### src/rtl/pl_shift_pkg.sv
package pl_shift_pkg;
  localparam int unsigned GROUP_W_DEF = 4;

  typedef enum logic {
    SEQ_IDLE = 1'b0,
    SEQ_RUN  = 1'b1
  } seq_state_e;
endpackage

### src/rtl/pl_latch_stage.sv
module pl_latch_stage (
  input  logic clk_i,
  input  logic rst_ni,
  input  logic open_i,
  input  logic d_i,
  output logic q_o
);
  // single store per bit, transparent only during its strobe
  always_ff @(posedge clk_i or negedge rst_ni) begin
    if (!rst_ni)     q_o <= 1'b0;
    else if (open_i) q_o <= d_i;
  end
endmodule

### src/rtl/pl_sub_block.sv
module pl_sub_block #(
  parameter int unsigned GROUP_W = pl_shift_pkg::GROUP_W_DEF
) (
  input  logic               clk_i,
  input  logic               rst_ni,
  input  logic               term_i,
  input  logic [GROUP_W-1:0] open_i,
  output logic [GROUP_W-1:0] q_o,
  output logic               term_o
);
  logic [GROUP_W:0] chain;

  assign chain[0] = term_i;

  for (genvar k = 0; k < GROUP_W; k++) begin : g_stage
    pl_latch_stage i_stage (
      .clk_i  (clk_i),
      .rst_ni (rst_ni),
      .open_i (open_i[k]),
      .d_i    (chain[k]),
      .q_o    (chain[k+1])
    );
  end

  assign q_o    = chain[GROUP_W:1];
  assign term_o = chain[GROUP_W];
endmodule

### src/rtl/pl_phase_seq.sv
module pl_phase_seq #(
  parameter int unsigned N_STAGES = 8,
  parameter int unsigned CNT_W    = $clog2(N_STAGES)
) (
  input  logic             clk_i,
  input  logic             rst_ni,
  input  logic             req_i,
  output logic             busy_o,
  output logic [CNT_W-1:0] cnt_o
);
  import pl_shift_pkg::*;

  seq_state_e       state_q;
  logic [CNT_W-1:0] cnt_q;

  always_ff @(posedge clk_i or negedge rst_ni) begin
    if (!rst_ni) begin
      state_q <= SEQ_IDLE;
      cnt_q   <= '0;
    end else begin
      unique case (state_q)
        SEQ_IDLE: if (req_i) begin
          state_q <= SEQ_RUN;
          cnt_q   <= CNT_W'(N_STAGES - 1);
        end
        SEQ_RUN: begin
          if (cnt_q == '0) state_q <= SEQ_IDLE;
          else             cnt_q   <= cnt_q - 1'b1;
        end
        default: state_q <= SEQ_IDLE;
      endcase
    end
  end

  assign busy_o = (state_q == SEQ_RUN);
  assign cnt_o  = cnt_q;
endmodule

### src/rtl/pl_pulse_former.sv
module pl_pulse_former #(
  parameter int unsigned N_STAGES = 8,
  parameter int unsigned CNT_W    = $clog2(N_STAGES)
) (
  input  logic                clk_i,
  input  logic                rst_ni,
  input  logic                busy_i,
  input  logic [CNT_W-1:0]    cnt_i,
  output logic [N_STAGES-1:0] phase_o
);
  logic [N_STAGES-1:0] win;
  logic [N_STAGES-1:0] win_q;

  for (genvar k = 0; k < N_STAGES; k++) begin : g_phase
    // window opens when the countdown reaches k and stays open to the end
    assign win[k]     = busy_i && (cnt_i <= CNT_W'(k));
    // narrow strobe: window AND inverted delayed window
    assign phase_o[k] = win[k] & ~win_q[k];
  end

  always_ff @(posedge clk_i or negedge rst_ni) begin
    if (!rst_ni) win_q <= '0;
    else         win_q <= win;
  end
endmodule

### src/rtl/pl_shift_chain.sv
module pl_shift_chain #(
  parameter int unsigned NUM_GROUPS = 2,
  parameter int unsigned GROUP_W    = pl_shift_pkg::GROUP_W_DEF
) (
  input  logic                          clk_i,
  input  logic                          rst_ni,
  input  logic                          shift_req_i,
  input  logic                          serial_i,
  output logic                          serial_o,
  output logic                          busy_o,
  output logic [NUM_GROUPS*GROUP_W-1:0] stages_o
);
  localparam int unsigned N_STAGES = NUM_GROUPS * GROUP_W;
  localparam int unsigned CNT_W    = $clog2(N_STAGES);

  logic [CNT_W-1:0]    cnt_w;
  logic [N_STAGES-1:0] phase_w;
  logic [NUM_GROUPS:0] link_w;

  pl_phase_seq #(.N_STAGES(N_STAGES), .CNT_W(CNT_W)) i_seq (
    .clk_i  (clk_i),
    .rst_ni (rst_ni),
    .req_i  (shift_req_i),
    .busy_o (busy_o),
    .cnt_o  (cnt_w)
  );

  pl_pulse_former #(.N_STAGES(N_STAGES), .CNT_W(CNT_W)) i_pulse (
    .clk_i   (clk_i),
    .rst_ni  (rst_ni),
    .busy_i  (busy_o),
    .cnt_i   (cnt_w),
    .phase_o (phase_w)
  );

  assign link_w[0] = serial_i;

  for (genvar g = 0; g < NUM_GROUPS; g++) begin : g_grp
    pl_sub_block #(.GROUP_W(GROUP_W)) i_sub (
      .clk_i  (clk_i),
      .rst_ni (rst_ni),
      .term_i (link_w[g]),
      .open_i (phase_w[g*GROUP_W +: GROUP_W]),
      .q_o    (stages_o[g*GROUP_W +: GROUP_W]),
      .term_o (link_w[g+1])
    );
  end

  assign serial_o = link_w[NUM_GROUPS];
endmodule

### config.mk
export PLATFORM = sky130hd
export DESIGN_NAME = pl_shift_chain
export DESIGN_NICKNAME = d
export VERILOG_FILES = /design/src/rtl/pl_shift_pkg.sv /design/src/rtl/pl_latch_stage.sv /design/src/rtl/pl_sub_block.sv /design/src/rtl/pl_phase_seq.sv /design/src/rtl/pl_pulse_former.sv /design/src/rtl/pl_shift_chain.sv
export SDC_FILE = /design/constraint.sdc
export NUM_CORES = 1
export LEC_CHECK = 0
export ABC_AREA = 1
export BUFFER_PORTS_ARGS = -buffer_cell sky130_fd_sc_hd__buf_2
export CAP_MARGIN = 20
export CORE_ASPECT_RATIO = 1.25
export CORE_UTILIZATION = 29
export DETAILED_ROUTE_END_ITERATION = 16
export GPL_ROUTABILITY_DRIVEN = 0
export HOLD_SLACK_MARGIN = 0.05
export SYNTH_ARGS = -nofsm -noshare
export SYNTH_HDL_FRONTEND = slang
export SYNTH_HIERARCHICAL = 1
export SYNTH_SLANG_ARGS = --single-unit
### constraint.sdc
create_clock -name clk_i -period 3.75 [get_ports clk_i]
set_clock_uncertainty 0.1 [all_clocks]
set_input_delay 0.9375 -clock clk_i [delete_from_list [all_inputs] [get_ports clk_i]]
set_output_delay 0.9375 -clock clk_i [all_outputs]
set_load 0.05 [all_outputs]
==> results by group <==
Clocking
  • Cts-stage hold buffer count: 0
  • Skew-Pair Late Insertion Delay: 0.28 ns
  • Post-CTS sizing: 0
  • # clock sinks: 20
  • Postcts setup bufs: 0
  • Inserted Clock Buffers: 3
  • Clock root cell: clkbuf_4
  • Clock buffer depth: 2
  • Worst-path clk slew: 0.11 ns
  • H-tree depth: 1
  • CTS tree: done

Timing
  • Achievable frequency: 442 MHz
  • Worst slew pin tran: 0.434 ns
  • RSZ-0062 raised after global routing: no
  • Final Hold Viols: 0
  • Final setup violation count: 0
  • Normalized max-slew margin: 71.1%
  • Final Slew Violations: 0
  • Final Critical Period: 2.26 ns
  • Setup ws final: 1.49 ns
  • Tcrit/Tclk final: 60.3%
  • Fin Setup TNS: 0 ns

Critical path
  • Largest stage delay, worst path: 0.60 ns
  • Critical path class: register to primary output
  • CP arrival: 1.23 ns
  • Cells along the critical path: buf_2
  • Crit end category: primary output
  • Worst EP required: 2.71 ns
  • Startpoint Class: register
  • CP max-delay cell: dfrtp_1
  • CP max FO: 13
  • Worst path bufs/invs: 1
  • Crit-path leading delay family: flip-flops

Yosys
  • Post-synth top area share: 55.2%
  • Post-Synth Adder-Cell Area: 2.76%
  • Yosys warnings: 6
  • Post-synthesis cell count: 110
  • Syn avg cell area: 8.24 sq um
  • Synthesized flop and latch total: 20
  • Yosys cell types: 14
  • Largest family of logic cells by synthesized area: simple AND/OR/NAND/NOR gates
  • Top post-synthesis cells by area: dfrtp_1 (55%), nand2_1 (19%), inv_1 (7.9%)
  • Sequential share of the synthesized area: 55.2%
  • Simple-gate area share of the yosys netlist: 28.9%
  • Net Count, Synth: 116
  • Compound-Gate Fraction of Synth Area: 1.93%
  • Mux contribution to synthesized area: 0%
  • Mapped Area: 906 sq um
  • Xor/xnor share of the synthesized area: 0%
  • Yosys top cell by area: dfrtp_1

Global routing
  • GRT Overall Usage: 10.0%
  • M1 GR Usage: 12.6%
  • Initial antenna violation count: 0
  • Met3 Use GR: 1.41%
  • First-pass GRT wire length: 2.51 mm
  • Largest net degree at the start of global routing: 21
  • Global routing's busiest layer: met2
  • GR Layer Usage met2: 16.8%
  • Gr ovfl total: 0
  • Vias in the first global route: 617

Final layout
  • ANT cells: 0
  • P&R area growth vs syn: 12.8%
  • Reg area: 500 sq um
  • Post-layout instance area: 0.00102 sq mm
  • Most common cell after layout, fill and taps aside: nand2_1
  • Fill cell count: 315
  • Final nets: 130
  • Most frequent cells in the layout: nand2_1 (45), dfrtp_1 (20), inv_1 (19), buf_2 (13), nor2_1 (7)
  • Footprint of the multi-input gates: 304 sq um
  • Share of cells above drive strength 1: 18.7%

Route
  • DRC errors left: 0
  • Final antenna-violating net count: 0
  • TritonRoute pass-1 iters: 3
  • DR vias: 673
  • DRT iter0 DRCs: 21
  • Vias/cell: 4.23
  • Total Wirelength: 1.42 mm
  • WL per Instance: 8.91 um

Place
  • Place WS: 1.82 ns
  • Detailed-placement wirelength estimate: 1.09 mm
  • Area after DPL: 986 sq um
  • Buffers on Ports: 13

Job
  • Max_cap viols: 0

Die
  • Die Wd: 52.0 um
  • Row count: 22
  • CORE AREA: 0.00295 sq mm
  • Starting Density: 30.8%
  • Die height: 64.5 um
  • Die area: 0.00335 sq mm
  • I/O pins: 14

Run status
  • Outcome: finished clean

Worst hold path
  • Hold crit path type: register to register
routing by layer:
metal  vias to the layer above  share of wire, %
li1                        347                 -
met1                       315                46
met2                         9                49
met3                         2               3.6
met4                         0               1.1
met5                         -                 0
Yosys cell counts:
master and instances:
nor3_2 1, or2_4 1, inv_1 19, nand2_2 2, a21oi_2 2, buf_4 2
dfrtp_1 20, buf_6 1, nor2_1 7, clkbuf_1 1, ha_1 2, nand3_1 4
nand2_1 45, nor3_1 3
cell type report:
class	instances	area share, %
clock buffer	4	3.55
inverter	19	6.98
multi-input combinational	67	29.7
sequential	20	49.0
tap	36	4.41
timing repair buffer	13	6.36
state kept, by name, indices dropped and copies added (netlist names):
register                         cells
g_grp.i_sub/g_stage.i_stage/q_o      8
i_pulse/win_q                        8
i_seq/busy_o                         1
i_seq/cnt_o                          3
stage by stage:
| stage | cells | utilization, % | hold WS, ns |
|---|---|---|---|
| global route | 159 | 34.7 | 0.440 |
| finish | 159 | 34.7 | 0.406 |
| detailed placement | 155 | 33.5 | 0.388 |
| CTS | 159 | 34.7 | 0.414 |
| global placement | 155 | 33.5 | 0.368 |
| floorplan | 110 | - | 0.363 |
final timing paths:
path | startpoint | end | slack [ns] | cells past startpoint
max | i_seq/busy_o$_DFF_PN0_ | busy_o | 1.49 | 1
min | g_grp[0].i_sub/g_stage[2].i_stage/q_o$_DFFE_PN0P_ | g_grp[0].i_sub/g_stage[2].i_stage/q_o$_DFFE_PN0P_ | 0.41 | 2
max reg2reg | i_seq/busy_o$_DFF_PN0_ | g_grp[0].i_sub/g_stage[2].i_stage/q_o$_DFFE_PN0P_ | 2.23 | 5
min reg2reg | g_grp[0].i_sub/g_stage[2].i_stage/q_o$_DFFE_PN0P_ | g_grp[0].i_sub/g_stage[2].i_stage/q_o$_DFFE_PN0P_ | 0.41 | 2
max in group asynchronous | rst_ni | i_pulse/win_q[5]$_DFF_PN0_ | 2.78 | 1
min in group asynchronous | rst_ni | g_grp[0].i_sub/g_stage[2].i_stage/q_o$_DFFE_PN0P_ | 0.47 | 1
cells by family after synthesis:
group,count (synthesis)
adders and majority gates,2
DFF,20
and+or+nand+nor,63
AOI/OAI and AO/OA,2
buffers and inverters,23
Power is not shown: default switching activity piles up to over one toggle a cycle in this logic, so the estimate is an artifact.
